### config.mk
export PLATFORM = sky130hd
export DESIGN_NAME = pair_issue_front
export DESIGN_NICKNAME = d
export VERILOG_FILES = /design/src/rtl/pair_issue_pkg.sv /design/src/rtl/pair_slot_decode.sv /design/src/rtl/pair_agu.sv /design/src/rtl/pair_pc_unit.sv /design/src/rtl/pair_issue_front.sv
export SDC_FILE = /design/constraint.sdc
export NUM_CORES = 1
export LEC_CHECK = 0
export ABC_AREA = 1
export BUFFER_PORTS_ARGS = -buffer_cell sky130_fd_sc_hd__buf_2
export CORE_ASPECT_RATIO = 1.2
export CORE_UTILIZATION = 35
export CTS_BUF_LIST = sky130_fd_sc_hd__clkbuf_4
export DETAILED_ROUTE_END_ITERATION = 12
export GPL_TIMING_DRIVEN = 0
export MAX_ROUTING_LAYER = met4
export SLEW_MARGIN = 20
export SYNTH_ARGS = -nofsm -noshare
export SYNTH_HDL_FRONTEND = slang
export SYNTH_SLANG_ARGS = --single-unit
### constraint.sdc
create_clock -name clk -period 7.8 [get_ports clk]
set_clock_uncertainty 0.1 [all_clocks]
set_input_delay 1.56 -clock clk [delete_from_list [all_inputs] [get_ports clk]]
set_output_delay 1.56 -clock clk [all_outputs]
set_load 0.01 [all_outputs]
### src/rtl/pair_issue_pkg.sv
package pair_issue_pkg;
  localparam int XLEN  = 32;
  localparam int ILEN  = 32;
  localparam int NSLOT = 2;
  localparam int RAW   = 5;
  localparam int OPW   = 6;
  localparam int IMMW  = 16;
  localparam int JIW   = 26;
  localparam int ALIGN = 3;

  localparam logic [OPW-1:0] OP_NOP  = 6'd0;
  localparam logic [OPW-1:0] OP_ALUR = 6'd1;
  localparam logic [OPW-1:0] OP_ALUI = 6'd2;
  localparam logic [OPW-1:0] OP_BEQ  = 6'd3;
  localparam logic [OPW-1:0] OP_JMP  = 6'd4;
  localparam logic [OPW-1:0] OP_LD   = 6'd8;
  localparam logic [OPW-1:0] OP_ST   = 6'd9;

  typedef enum logic [2:0] {
    CL_NOP, CL_ALUR, CL_ALUI, CL_BEQ, CL_JMP, CL_LD, CL_ST, CL_BAD
  } slot_cls_t;

  typedef enum logic [1:0] {
    DST_NONE, DST_RD, DST_RT
  } dst_sel_t;
endpackage

### src/rtl/pair_slot_decode.sv
module pair_slot_decode
  import pair_issue_pkg::*;
#(
  parameter bit MEM_SLOT = 1'b0
) (
  input  logic [OPW-1:0] op,
  output slot_cls_t      cls,
  output logic           legal,
  output dst_sel_t       dst
);
  slot_cls_t raw_cls;

  always_comb begin
    unique case (op)
      OP_NOP:  raw_cls = CL_NOP;
      OP_ALUR: raw_cls = CL_ALUR;
      OP_ALUI: raw_cls = CL_ALUI;
      OP_BEQ:  raw_cls = CL_BEQ;
      OP_JMP:  raw_cls = CL_JMP;
      OP_LD:   raw_cls = CL_LD;
      OP_ST:   raw_cls = CL_ST;
      default: raw_cls = CL_BAD;
    endcase
  end

  generate
    if (MEM_SLOT) begin : g_mem
      always_comb begin
        legal = (raw_cls == CL_NOP) || (raw_cls == CL_LD) || (raw_cls == CL_ST);
        cls   = legal ? raw_cls : CL_BAD;
        dst   = (cls == CL_LD) ? DST_RT : DST_NONE;
      end
    end else begin : g_cmp
      always_comb begin
        legal = (raw_cls == CL_NOP) || (raw_cls == CL_ALUR) || (raw_cls == CL_ALUI) ||
                (raw_cls == CL_BEQ) || (raw_cls == CL_JMP);
        cls   = legal ? raw_cls : CL_BAD;
        case (cls)
          CL_ALUR: dst = DST_RD;
          CL_ALUI: dst = DST_RT;
          default: dst = DST_NONE;
        endcase
      end
    end
  endgenerate
endmodule

### src/rtl/pair_agu.sv
module pair_agu
  import pair_issue_pkg::*;
(
  input  logic [XLEN-1:0] base,
  input  logic [IMMW-1:0] ofs,
  output logic [XLEN-1:0] addr
);
  localparam int EXT = XLEN - IMMW;
  always_comb addr = base + {{EXT{ofs[IMMW-1]}}, ofs};
endmodule

### src/rtl/pair_pc_unit.sv
module pair_pc_unit
  import pair_issue_pkg::*;
#(
  parameter logic [XLEN-1:0] RESET_PC = '0
) (
  input  logic            clk,
  input  logic            rst_sync_n,
  input  logic            pc_en,
  input  logic            redirect,
  input  logic [XLEN-1:0] target,
  output logic [XLEN-1:0] pc
);
  localparam logic [XLEN-1:0] STEP = XLEN'(1) << ALIGN;

  logic [XLEN-1:0] pc_q, pc_d;

  always_comb begin
    pc_d = pc_q;
    if (pc_en) pc_d = redirect ? target : (pc_q + STEP);
  end

  always_ff @(posedge clk or negedge rst_sync_n) begin
    if (!rst_sync_n) pc_q <= RESET_PC;
    else             pc_q <= pc_d;
  end

  assign pc = pc_q;
endmodule

### src/rtl/pair_issue_front.sv
module pair_issue_front
  import pair_issue_pkg::*;
#(
  parameter logic [XLEN-1:0] RESET_PC = '0
) (
  input  logic                 clk,
  input  logic                 rst_n,
  output logic [XLEN-1:0]      imem_addr,
  input  logic [NSLOT*ILEN-1:0] imem_pair,
  output logic [RAW-1:0]       rf_ra0,
  output logic [RAW-1:0]       rf_ra1,
  output logic [RAW-1:0]       rf_ra2,
  output logic [RAW-1:0]       rf_ra3,
  input  logic [XLEN-1:0]      rf_rd0,
  input  logic [XLEN-1:0]      rf_rd1,
  input  logic [XLEN-1:0]      rf_rd2,
  input  logic [XLEN-1:0]      rf_rd3,
  output logic                 wen_a,
  output logic [RAW-1:0]       wadr_a,
  output logic                 wen_b,
  output logic [RAW-1:0]       wadr_b,
  output logic                 mem_rd_en,
  output logic                 mem_wr_en,
  output logic [XLEN-1:0]      mem_addr,
  output logic [XLEN-1:0]      mem_wdata,
  output logic                 br_redirect,
  output logic                 illegal_pair
);
  localparam int SYNC_STAGES = 2;
  localparam int IMM_EXT     = XLEN - IMMW - 2;
  localparam int PC_HI       = XLEN - JIW - 2;

  // reset: asserted asynchronously, released after SYNC_STAGES edges
  logic [SYNC_STAGES-1:0] rsync_q, rsync_d;
  logic rst_sync_n;

  always_comb rsync_d = {rsync_q[SYNC_STAGES-2:0], 1'b1};

  always_ff @(posedge clk or negedge rst_n) begin
    if (!rst_n) rsync_q <= '0;
    else        rsync_q <= rsync_d;
  end

  assign rst_sync_n = rsync_q[SYNC_STAGES-1];

  // per-slot field extraction and class decode
  logic [ILEN-1:0]  word  [NSLOT];
  logic [RAW-1:0]   f_rs  [NSLOT];
  logic [RAW-1:0]   f_rt  [NSLOT];
  logic [RAW-1:0]   f_rd  [NSLOT];
  slot_cls_t        cls   [NSLOT];
  logic             legal [NSLOT];
  dst_sel_t         dsel  [NSLOT];
  logic             wr_req[NSLOT];
  logic [RAW-1:0]   wr_adr[NSLOT];

  generate
    for (genvar s = 0; s < NSLOT; s++) begin : g_slot
      assign word[s] = imem_pair[s*ILEN +: ILEN];
      assign f_rs[s] = word[s][25:21];
      assign f_rt[s] = word[s][20:16];
      assign f_rd[s] = word[s][15:11];

      pair_slot_decode #(.MEM_SLOT(s == 1)) u_dec (
        .op    (word[s][31:26]),
        .cls   (cls[s]),
        .legal (legal[s]),
        .dst   (dsel[s])
      );

      always_comb begin
        wr_req[s] = (dsel[s] != DST_NONE);
        wr_adr[s] = (dsel[s] == DST_RD) ? f_rd[s] : f_rt[s];
      end
    end
  endgenerate

  // register-file read steering: slot 0 -> ports 0/1, slot 1 -> ports 2/3
  assign rf_ra0 = f_rs[0];
  assign rf_ra1 = f_rt[0];
  assign rf_ra2 = f_rs[1];
  assign rf_ra3 = f_rt[1];

  // pair legality and write-port control
  logic pair_ok, collide;

  always_comb begin
    pair_ok      = legal[0] && legal[1];
    illegal_pair = !pair_ok;
    collide      = wr_req[0] && wr_req[1] && (wr_adr[0] == wr_adr[1]);
    wen_b        = pair_ok && wr_req[1];
    wen_a        = pair_ok && wr_req[0] && !collide;
    wadr_a       = wr_adr[0];
    wadr_b       = wr_adr[1];
  end

  // memory slot
  pair_agu u_agu (
    .base (rf_rd2),
    .ofs  (word[1][IMMW-1:0]),
    .addr (mem_addr)
  );

  always_comb begin
    mem_rd_en = pair_ok && (cls[1] == CL_LD);
    mem_wr_en = pair_ok && (cls[1] == CL_ST);
    mem_wdata = rf_rd3;
  end

  // branch resolution in the compute slot
  logic [XLEN-1:0] pc, beq_tgt, jmp_tgt, raw_tgt, target;
  logic            beq_hit;

  always_comb begin
    beq_hit     = (rf_rd0 == rf_rd1);
    beq_tgt     = pc + {{IMM_EXT{word[0][IMMW-1]}}, word[0][IMMW-1:0], 2'b00};
    jmp_tgt     = {pc[XLEN-1 -: PC_HI], word[0][JIW-1:0], 2'b00};
    raw_tgt     = (cls[0] == CL_JMP) ? jmp_tgt : beq_tgt;
    target      = {raw_tgt[XLEN-1:ALIGN], {ALIGN{1'b0}}};
    br_redirect = pair_ok && ((cls[0] == CL_JMP) || ((cls[0] == CL_BEQ) && beq_hit));
  end

  pair_pc_unit #(.RESET_PC(RESET_PC)) u_pc (
    .clk        (clk),
    .rst_sync_n (rst_sync_n),
    .pc_en      (rst_sync_n),
    .redirect   (br_redirect),
    .target     (target),
    .pc         (pc)
  );

  assign imem_addr = pc;
endmodule

Word level (Yosys, flattened, before mapping) --
Index checks and enable logic that the tools add are counted.
Storage, ports and cells: output and inout port bits 132, logic and storage cells 71, register bits after elaboration 34
Operators by class: multiplexer cells 10, equal/unequal tests 29, reduce and logical (&&, ||, !) cells 26, add/subtract/negate cells 3
Operators with widths (count):
- $add 32x32->32 | 2
- $mux 32 | 2
- $pmux 3 s7 | 2
- $add 32x4->32 const B | 1
- $eq 32x32->1 | 1
- $eq 6x2->1 const B | 4
- $eq 6x4->1 const B | 4
- $eq 3x3->1 const B | 6
- $eq 3x2->1 const B | 4
- $eq 6x1->1 const B | 2
- $eq 6x3->1 const B | 2
- $logic_not 6->1 | 2
- $logic_and 1x1->1 | 10
- $mux 5 | 2
- $logic_or 1x1->1 | 7
- $eq 3x1->1 const B | 2
- $logic_not 3->1 | 2
- $mux 3 | 2
- $eq 5x5->1 | 1
- $eq 2x1->1 const B | 2
- $pmux 2 s2 | 1
- $reduce_bool 2->1 | 2
- $logic_not 1->1 | 2
- $mux 2 | 1
- other kinds (2) | 2

Logic depth before layout (Yosys ltp) --
Gate-level depths: netlist (run 1).
depth in word-level cells 16, mapped depth 16

Modules after synthesis --
A second synthesis (run 1) with hierarchy kept.
Second synthesis, totals: cell total of the unflattened synthesis 1640, area, all modules 8630.8 um^2
By module, submodules not included:
- pair_issue_front | times used 1, area each 3712.3 um^2, cells an instance 737
- pair_agu | times used 1, area each 2384.8 um^2, cells an instance 494
- pair_pc_unit | times used 1, area each 2247.2 um^2, cells an instance 353
- pair_slot_decode at g_slot[1].u_dec | times used 1, area each 186.4 um^2, cells an instance 40
- pair_slot_decode at g_slot[0].u_dec | times used 1, area each 100.1 um^2, cells an instance 16

Least setup slack after synthesis (run 1) --
No wires, ideal clock.
path type input to output, start point in imem_pair[32], end point out mem_addr[22], cell stages on the path 10, path buffers 0, slack 2.913 ns, data arrival time 3.227 ns, cells stage by stage ha_1 > inv_1 > fa_1 > o21ai_2 > a21oi_1 > o21ai_1 > a21boi_1 > or2_2 > nand3_1 > nand2_1
On the way: word-level cells in the longest chain between the ends 1
RTL lines:
- start: declaration | line pair_issue_front.sv:9 | input logic [NSLOT*ILEN-1:0] imem_pair,
- $add 32x32->32 | line pair_agu.sv:9 | always_comb addr = base + {{EXT{ofs[IMMW-1]}}, ofs};
- end: declaration | line pair_issue_front.sv:24 | output logic [XLEN-1:0] mem_addr,
No other way between the ends.

Worst setup path in the final report (run 1) --
Ends and elaborated chain as after synthesis.

==> run_results.csv, run 1 <==
group,metric,value,unit
cts,cts_resized,0,
synth,synth-edff-count,0,
synth,syn_area,7940,um2
synth,synth.distinct_cells,48,
global_route,grt_first_pass_wirelength,50.8,mm
cells_and_area,final_layout_size_suffix_gt1_share,21.7,%
worst_setup_path,required,6.14,ns
timing,finalSetupViolCount,0,
timing,hold_slack,0.236,ns
worst_setup_path,path_common_cell,"buf_2",
drt,via_count,10000,
drt,firstDrtPassIters,5,
power_and_ir_drop,pwr-share-comb,70.0,%
timing,tightest_slew,0.879,ns
timing,finalSetupTns,0,ns
drt,postRouteAntennaNets,0,
power_and_ir_drop,power_per_cell_area,137,nW/um2
floorplan,die_area,23300,um2
timing,rsz0062_at_grt,"false",
floorplan,die_w,140,um
cts,root_buffer,"clkbuf_4",
power_and_ir_drop,leakage,5.84,nW
worst_hold_path,hp-class,"register to asynchronous set/reset pin",
floorplan,dieHeight,167,um
place,gp_congestion,0.999,
power_and_ir_drop,vdd_drop_max,137,uV
synth,ys_ff_latch,31,
global_route,grt_max_degree,34,
worst_setup_path,critical_path_class,"input port to output pin",
drt,avgViaCountPerCell,4.86,
power_and_ir_drop,switchingPower,0.729,mW
timing,timing.fmax,177,MHz
drt,remaining_drc_errors,0,
floorplan,num_rows,60,
worst_setup_path,worstSetupStartpoint,"imem_pair[32]",
floorplan,io_pins,326,
cts,cts.sinks,31,
place,hpwl,29.6,mm
synth,synth_ff_type,"dfrtp_1",
worst_setup_path,max_stage_delay,0.41,ns
global_route,grt_usage,29.2,%
cts,post-cts-setup-buffers,0,
synth,seq_area_frac_synth,9.77,%
cells_and_area,nNetsFinal,2029,
cells_and_area,areaGrowthSynthToFinish,23.6,%
cts,path_clk_slew,0.12,ns
floorplan,coreArea,22400,um2
worst_setup_path,ff2ff_setup_slack,5.14,ns
worst_setup_path,r2r_end,"u_pc.pc[31]",
power_and_ir_drop,internal_power,0.612,mW
timing,hold_violations,0,
synth,yosys_warnings,0,
synth,syn-instance-count,1481,
place,portBuffers,284,
power_and_ir_drop,finalPower,1.34,mW
global_route,antenna_found_initial,8,
cts,htreeDepth,2,
synth,synth-async-reset-ratio,100,%
worst_setup_path,worstReg2RegStart,"u_pc.pc[4]",
floorplan,initial_core_util,35.5,%
worst_setup_path,cp_max_fo,3,
run_status,run_status,"completed",
timing,timing.slew.headroom,40.8,%
cts,clock_path_buffers,2,
cts,cts_hold_buf,0,
synth,synth_area_per_cell,5.36,um2
power_and_ir_drop,p_sw_share,54.4,%
worst_setup_path,reg2reg_depth,16,
drt,first_iter_violations,511,
flow_run,drv_cap,0,
cts,cts_tree,"done",
power_and_ir_drop,clkPwrFrac,9.9,%
worst_setup_path,cpMaxStageDelayCell,"fa_1",
worst_setup_path,crit_path_end_kind,"output pin",
worst_setup_path,arrival,3.97,ns
worst_setup_path,critPathCapture,"mem_addr[22]",
timing,slew_viol_final,0,
timing,finalCritPeriodShare,72.2,%
worst_setup_path,critPathLaunchType,"input port",
worst_setup_path,path_cells,"buf_2 -> ha_1 -> inv_1 -> fa_1 -> o21ai_2 -> a21oi_1 -> o21ai_1 -> a21boi_1 -> or2_2 -> nand3_1 -> nand2_1 -> buf_2",
cts,numCtsBuffers,5,
global_route,gr-total-overflow,0,
cts,clock_latency,0.34,ns
drt,wl,33.9,mm
global_route,grt_pass1_vias,9401,
drt,wl_per_cell,16.4,um
timing,period_minus_slack,5.63,ns
power_and_ir_drop,pwr-share-seq,20.2,%
-- final cells by class --
type,instances,area (um2)
antenna,8,20.0
buffer,76,536
clock buffer,5,37.5
clock inverter,3,38.8
fill,2609,12600
inverter,229,860
multi-input combinational,1147,5780
sequential,31,777
tap,279,349
timing repair buffer,284,1420
-- worst max-delay path, delay by kind of cell --
family	cells	cell delay, ns
AO/OA/AOI/OAI	4	1.10
adder cells (fa/ha/maj)	2	0.57
AND/OR/NAND/NOR	3	0.46
buffers and inverters	3	0.28
-- sequential cells by signal, summed over array words and instances (netlist names) --
signal and count:
rsync_q 2, u_pc.pc 29
-- cells in the mapped netlist (22+ instances only) --
| cell | instances | share of area (%) |
|---|---|---|
| a21oi_1 | 55 | 3.5 |
| buf_4 | 61 | 5.8 |
| dfrtp_1 | 31 | 9.8 |
| ha_1 | 60 | 9.5 |
| inv_1 | 226 | 11 |
| nand2_1 | 566 | 27 |
| nand3_1 | 84 | 5.3 |
| nor2_1 | 151 | 7.1 |
| nor3_1 | 22 | 1.4 |
| o21ai_0 | 33 | 2.1 |
| xnor2_1 | 30 | 3.3 |
| xor2_1 | 42 | 4.6 |
-- power groups by stage --
stage / Combinational (mW) / Clock, mW / Sequential (mW)
after detailed placement: 0.931 / 0 / 0.273
after global placement: 0.928 / 0 / 0.274
after floorplan: 0.598 / 0 / 0.254
after global routing: 1.05 / 0.142 / 0.274
final: 0.938 / 0.133 / 0.270
after CTS: 0.936 / 0.135 / 0.270
-- per-layer routing --
layer	global-route usage, %	vias up	wire length (um)
met5	-	-	0
met4	10.1	0	1180
met3	4.51	56	2360
met2	52.7	365	16800
met1	32.4	4444	13600
li1	-	5152	-
-- worst min-delay path by stage --
| stage | cells past startpoint | slack (ns) | start | endpoint |
|---|---|---|---|---|
| after floorplan | 0 | 0.23 | rsync_q[0] | rsync_q[1] |
| after global placement | 0 | 0.23 | rsync_q[0] | rsync_q[1] |
| after detailed placement | 0 | 0.24 | rsync_q[0] | rsync_q[1] |
| after CTS | 0 | 0.26 | rsync_q[0] | rsync_q[1] |
| after global routing | 0 | 0.28 | rsync_q[0] | rsync_q[1] |
| final | 0 | 0.24 | rsync_q[1] | u_pc.pc[11] |
-- cell usage in the layout, fill, tap and decap left out, types with 4 or more instances in the layout --
cell and n:
clkbuf_1 5, o211ai_1 5, or2_2 10, clkbuf_4 5, o21ai_0 33, a31oi_1 5, o21a_1 7, nand4_1 19
dfrtp_1 30, ha_1 60, nor3_1 22, o21ai_1 9, diode_2 8, nand3_1 84, nand2_1 566, a21oi_1 55
buf_4 61, nor2_2 4, xnor2_1 30, xor2_1 42, a21o_1 4, conb_1 4, inv_1 226, nor2_1 151
nand3b_1 6, buf_2 289
-- cells by family after synthesis --
| family | Yosys count | share of synthesized area (%) |
|---|---|---|
| simple gates | 877 | 45.4 |
| buf+inv | 305 | 17.6 |
| compound gates | 131 | 9.29 |
| xor+xnor | 72 | 7.94 |
| fa+ha+maj | 61 | 9.70 |
| flops | 31 | 9.77 |
| other cells | 2 | 0.0945 |
| mux | 2 | 0.252 |
-- through the flow --
step	worst slack, ns	utilization [%]	cells	cell area, um2
floorplan	2.91	-	1483	7950
global placement	2.24	43.5	2046	9720
detailed placement	2.22	43.5	2046	9720
CTS	2.20	43.8	2054	9800
global route	2.10	43.9	2062	9820
finish	2.17	43.9	2062	9820
Note: power is estimated with default switching activity, not from simulation.
==> inputs of run 2 (changes only) <==
Settings changed: ABC_AREA 1 to 0, PLACE_DENSITY set to 0.66.
Clock period 7.8 ns to 5.3 ns, I/O delays scaled along.
==> run_results.csv, run 2 <==
group,metric,value,unit
timing,period_minus_slack,4.97,ns
power_and_ir_drop,leakage,3.85,nW
cells_and_area,final_common_cell,"buf_2",
worst_setup_path,critical_path_class,"input port to output pin",
cts,cts_resized,0,
drt,wl,21.2,mm
global_route,grt_first_pass_wirelength,31.5,mm
power_and_ir_drop,vdd_drop_max,71.5,uV
cts,post-cts-setup-buffers,0,
global_route,grt-busiest-layer,"met2",
synth,syn-instance-count,805,
cts,clock_latency,0.35,ns
synth,synth-edff-count,0,
timing,finalSetupViolCount,0,
cts,clock_path_buffers,2,
floorplan,dieHeight,144,um
cts,cts_tree,"done",
worst_setup_path,max_stage_delay,0.62,ns
global_route,grt_max_degree,32,
synth,seq_area_frac_synth,13.2,%
cells_and_area,mostFrequentLayoutCells,"286 x buf_2, 92 x a21oi_1, 72 x nand2_1",
global_route,grt_usage,23.7,%
cts,numCtsBuffers,5,
drt,firstDrtPassIters,5,
cts,htreeDepth,2,
global_route,met2_usage,41.4,%
synth,synthTopCellsByArea,"dfrtp_1 13%, ha_1 13%, buf_4 7.9%",
cts,cts_hold_buf,0,
cts,path_clk_slew,0.11,ns
cells_and_area,largest_register_ffs,29,
global_route,grt_util_met1,29.4,%
cells_and_area,final_layout_size_suffix_gt1_share,34.1,%
worst_setup_path,reg2reg_depth,10,
cells_and_area,final_util,46.8,%
floorplan,coreArea,16300,um2
worst_hold_path,hp-class,"register to asynchronous set/reset pin",
worst_setup_path,critPathLaunchType,"input port",
timing,slew_viol_final,0,
timing,timing.slew.headroom,49.7,%
worst_setup_path,r2r_end,"u_pc.pc[31]",
cells_and_area,nNetsFinal,1353,
global_route,grt_use_met3,2.38,%
worst_setup_path,cpMaxStageDelayCell,"a2111oi_1",
cells_and_area,instances_no_fill,1312,
floorplan,die_w,120,um
timing,rsz0062_at_grt,"false",
cells_and_area,areaGrowthSynthToFinish,30.0,%
cts,cts.sinks,31,
worst_setup_path,crit_path_end_kind,"output pin",
worst_setup_path,cp_max_fo,3,
global_route,grt_pass1_vias,6165,
timing,finalSetupTns,0,ns
timing,timing.fmax,201,MHz
worst_setup_path,required,4.14,ns
place,place_inst,1303,
worst_setup_path,worstReg2RegStart,"u_pc.pc[14]",
synth,ys_ff_latch,31,
drt,wl_per_cell,16.1,um
synth,syn_area,5860,um2
worst_setup_path,arrival,3.81,ns
synth,yosysTopAreaCellShare,13.2,%
global_route,gr-total-overflow,0,
place,hpwl,17.6,mm
worst_setup_path,path_cells,"buf_2 -> ha_1 -> inv_1 -> fa_1 -> nand2b_1 -> a21oi_1 -> o21ai_0 -> a2111oi_1 -> o21ai_0 -> nand2_1 -> a211o_1 -> a21oi_1 -> xnor2_1 -> buf_2",
place,pre_cts_ws,0.261,ns
global_route,antenna_found_initial,1,
cts,root_buffer,"clkbuf_4",
synth,synth_ff_type,"dfrtp_1",
floorplan,initial_core_util,36.0,%
run_status,run_status,"completed",
timing,hold_violations,0,
flow_run,drv_cap,0,
drt,first_iter_violations,407,
synth,synth_most_common_cell,"a21oi_1",
place,gp_congestion,0.956,
drt,avgViaCountPerCell,5.38,
synth,yosys-top-cells-count,"92 x a21oi_1, 72 x nand2_1, 62 x buf_4, 61 x nor2_1, 60 x ha_1",
timing,worst_slack,0.333,ns
timing,tightest_slew,0.755,ns
power_and_ir_drop,power_per_cell_area,173,nW/um2
drt,remaining_drc_errors,0,
synth,synth-async-reset-ratio,100,%
floorplan,io_pins,326,
floorplan,die_area,17300,um2
synth,synth.distinct_cells,66,
floorplan,num_rows,51,
drt,postRouteAntennaNets,0,
synth,synth.largest_area_cell,"dfrtp_1",
power_and_ir_drop,finalPower,1.32,mW
timing,finalCritPeriodShare,93.7,%
place,portBuffers,284,
synth,yosys_warnings,0,
drt,via_count,7053,
synth,synth_area_per_cell,7.28,um2
worst_setup_path,ff2ff_setup_slack,1.81,ns
-- run 2: area by class of cell --
type	count	area, um2
clock buffers	6	45.0
multi-input cells	668	4440
flip-flops and latches	31	777
well taps	212	265
repair buffers	284	1420
fillers	1729	8660
diodes	1	2.50
inverters	27	101
plain buffers	81	554
clock inverters	2	8.76
-- run 2: layer usage --
| metal | vias up | part of all wire (%) |
|---|---|---|
| li1 | 3477 | - |
| met1 | 3224 | 42 |
| met2 | 325 | 49 |
| met3 | 27 | 6.9 |
| met4 | 0 | 1.7 |
| met5 | - | 0 |
-- run 2: report_power, final --
part           total [mW]  switching [mW]  internal, mW
logic               0.837           0.452         0.385
clock network       0.150          0.0950        0.0550
registers           0.331          0.0649         0.266
total                1.32           0.612         0.706
-- run 2: worst max-delay path by stage --
stage | start | endpoint | depth (start not counted)
6_report | imem_pair[32] | mem_addr[30] | 14
2_1_floorplan | imem_pair[32] | mem_addr[30] | 12
3_3_place_gp | imem_pair[47] | mem_addr[30] | 13
5_1_grt | imem_pair[47] | mem_addr[31] | 13
3_5_place_dp | imem_pair[47] | mem_addr[30] | 13
4_1_cts | imem_pair[47] | mem_addr[30] | 13
-- run 2: stage by stage --
step / cell area [um2] / hold WS (ns)
6_report: 7610 / 0.243
5_1_grt: 7610 / 0.273
4_1_cts: 7610 / 0.270
3_5_place_dp: 7550 / 0.240
3_3_place_gp: 7550 / 0.236
2_1_floorplan: 5860 / 0.231
-- run 2: critical path, delay by kind of cell --
kind,cells,cell delay [ns]
compound gates,6,1.37
simple gates,2,0.34
buf+inv,3,0.30
xor+xnor,1,0.16
fa+ha+maj,2,0.58
-- run 2: logic make-up (layout without fill, tap and decap cells) --
group           count (synthesis)  after routing  share of synthesized area, %
flops                          31             31                          13.2
mux                             6              6                          1.11
fa+ha+maj                      61             61                          13.2
compound gates                251            251                          26.0
buf+inv                       108            400                          11.2
simple gates                  262            262                          22.6
xor+xnor                       84             84                          12.6
other cells                     2              5                         0.128
==> inputs of run 3 (changes only) <==
Settings changed: CORE_MARGIN set to 3.
==> run_results.csv, run 3 (synthesis results as in run 2) <==
group,metric,value,unit
cts,path_clk_slew,0.11,ns
timing,finalSetupViolCount,0,
place,gp_congestion,0.915,
worst_setup_path,ff2ff_setup_slack,1.82,ns
run_status,run_status,"completed",
worst_setup_path,path_common_cell,"buf_2",
worst_setup_path,critPathLaunchType,"input port",
worst_setup_path,crit_path_end_kind,"output pin",
worst_setup_path,cpMaxStageDelayCell,"a221oi_1",
floorplan,die_area,18300,um2
cts,htreeDepth,2,
cells_and_area,instances_no_fill,1312,
worst_setup_path,reg2reg_depth,10,
worst_setup_path,cp_max_fo,17,
worst_setup_path,required,4.14,ns
power_and_ir_drop,pwr-share-comb,63.8,%
timing,timing.slew.headroom,50.7,%
drt,avgViaCountPerCell,5.35,
drt,first_iter_violations,443,
cts,cts_hold_buf,0,
power_and_ir_drop,leakage,3.85,nW
power_and_ir_drop,clkPwrFrac,11.3,%
place,portBuffers,284,
drt,postRouteAntennaNets,0,
power_and_ir_drop,power_per_cell_area,172,nW/um2
flow_run,drv_cap,0,
cells_and_area,design_area,7610,um2
cells_and_area,final_layout_size_suffix_gt1_share,34.1,%
drt,wl,21.4,mm
cells_and_area,fillCellCount,1747,
cells_and_area,areaGrowthSynthToFinish,30.0,%
timing,hold_violations,0,
timing,finalCritPeriodShare,94.0,%
cells_and_area,largest_register_ffs,29,
power_and_ir_drop,vdd_drop_max,77.1,uV
floorplan,die_w,124,um
timing,hold_slack,0.243,ns
worst_setup_path,path_cells,"buf_2 -> ha_1 -> clkbuf_1 -> and3_1 -> a221oi_1 -> a311oi_1 -> o31ai_1 -> nand2b_1 -> a21oi_1 -> nor2b_1 -> o311a_1 -> buf_2",
cts,cts_tree,"done",
drt,firstDrtPassIters,7,
cts,numCtsBuffers,5,
place,place_inst,1303,
cts,clock_path_buffers,2,
global_route,gr-total-overflow,0,
floorplan,io_pins,326,
cts,clock_latency,0.35,ns
worst_setup_path,max_stage_delay,0.34,ns
cts,cts.sinks,31,
power_and_ir_drop,switchingPower,0.607,mW
timing,finalSetupTns,0,ns
cells_and_area,nNetsFinal,1353,
global_route,grt_max_degree,32,
worst_setup_path,worstReg2RegStart,"u_pc.pc[14]",
cells_and_area,mostFrequentLayoutCells,"286 x buf_2, 92 x a21oi_1, 72 x nand2_1",
drt,via_count,7020,
worst_setup_path,critical_path_class,"input port to output pin",
power_and_ir_drop,internal_power,0.705,mW
floorplan,coreArea,16300,um2
timing,tightest_slew,0.739,ns
global_route,grt_first_pass_wirelength,32.6,mm
place,hpwl,17.8,mm
drt,wl_per_cell,16.3,um
global_route,grt_pass1_vias,6570,
timing,timing.fmax,201,MHz
global_route,grt_usage,22.8,%
timing,period_minus_slack,4.98,ns
power_and_ir_drop,p_sw_share,46.3,%
drt,remaining_drc_errors,0,
place,post_dp_cell_area,7550,um2
cells_and_area,final_common_cell,"buf_2",
worst_setup_path,arrival,3.82,ns
worst_hold_path,hp-class,"register to asynchronous set/reset pin",
cts,root_buffer,"clkbuf_4",
power_and_ir_drop,pwr-share-seq,24.9,%
global_route,antenna_found_initial,1,
timing,slew_viol_final,0,
timing,rsz0062_at_grt,"false",
worst_setup_path,r2r_end,"u_pc.pc[31]",
floorplan,initial_core_util,35.9,%
floorplan,num_rows,51,
floorplan,dieHeight,148,um
-- run 3: cell counts in the layout (fill, tap and decap cells not counted) --
Identical to the previous run, type by type.
-- run 3: layout make-up --
cell class,instances,area [um2],share of cell area (%)
Antenna cell,1,2.50,0.0329
Buffer,81,554,7.28
Clock buffer,6,45.0,0.592
Clock inverter,2,8.76,0.115
Inverter,27,101,1.33
Multi-Input combinational cell,668,4440,58.3
Sequential cell,31,777,10.2
Tap cell,212,265,3.48
Timing Repair Buffer,284,1420,18.7
-- run 3: layer usage --
layer	up-vias	part of all wire, %	track usage [%]
met2	338	48	38.5
met3	41	9.0	4.40
met4	0	2.4	5.37
met5	-	0	-
li1	3467	-	-
met1	3174	41	27.9
-- run 3: worst max-delay path by stage --
stage / start / to / depth (start not counted)
global route: imem_pair[47] / mem_addr[31] / 13
floorplan: imem_pair[32] / mem_addr[30] / 12
CTS: imem_pair[47] / mem_addr[30] / 13
finish: imem_pair[47] / mem_addr[27] / 12
global placement: imem_pair[47] / mem_addr[30] / 13
detailed placement: imem_pair[47] / mem_addr[30] / 13
-- run 3: timing repair --
item                                    in CTS  in global routing
endpoints found under the setup margin       0                  3
buffers inserted                             0                  0
resized for setup                            0                  2
hold endpoints to repair                     0                  0
-- run 3: worst max-delay path: cells and delay by family --
family | cells | cell delay [ns]
compound gates | 5 | 1.33
fa+ha+maj | 1 | 0.30
simple gates | 3 | 0.45
buf+inv | 3 | 0.67
-- run 3: per-stage QoR --
stage / total power [mW] / worst slack [ns] / utilization [%]
5_1_grt: 1.42 / 0.0384 / 46.6
6_report: 1.31 / 0.317 / 46.6
3_5_place_dp: 1.16 / 0.171 / 46.2
2_1_floorplan: 0.866 / 0.852 / -
3_3_place_gp: 1.16 / 0.210 / 46.2
4_1_cts: 1.32 / 0.139 / 46.6
-- run 3: power by group through the flow --
stage | clock (mW) | combinational [mW] | sequential [mW]
after global placement | 0 | 0.826 | 0.331
after floorplan | 0 | 0.538 | 0.329
after detailed placement | 0 | 0.833 | 0.331
after global routing | 0.157 | 0.936 | 0.331
final | 0.148 | 0.837 | 0.327
after CTS | 0.151 | 0.838 | 0.327
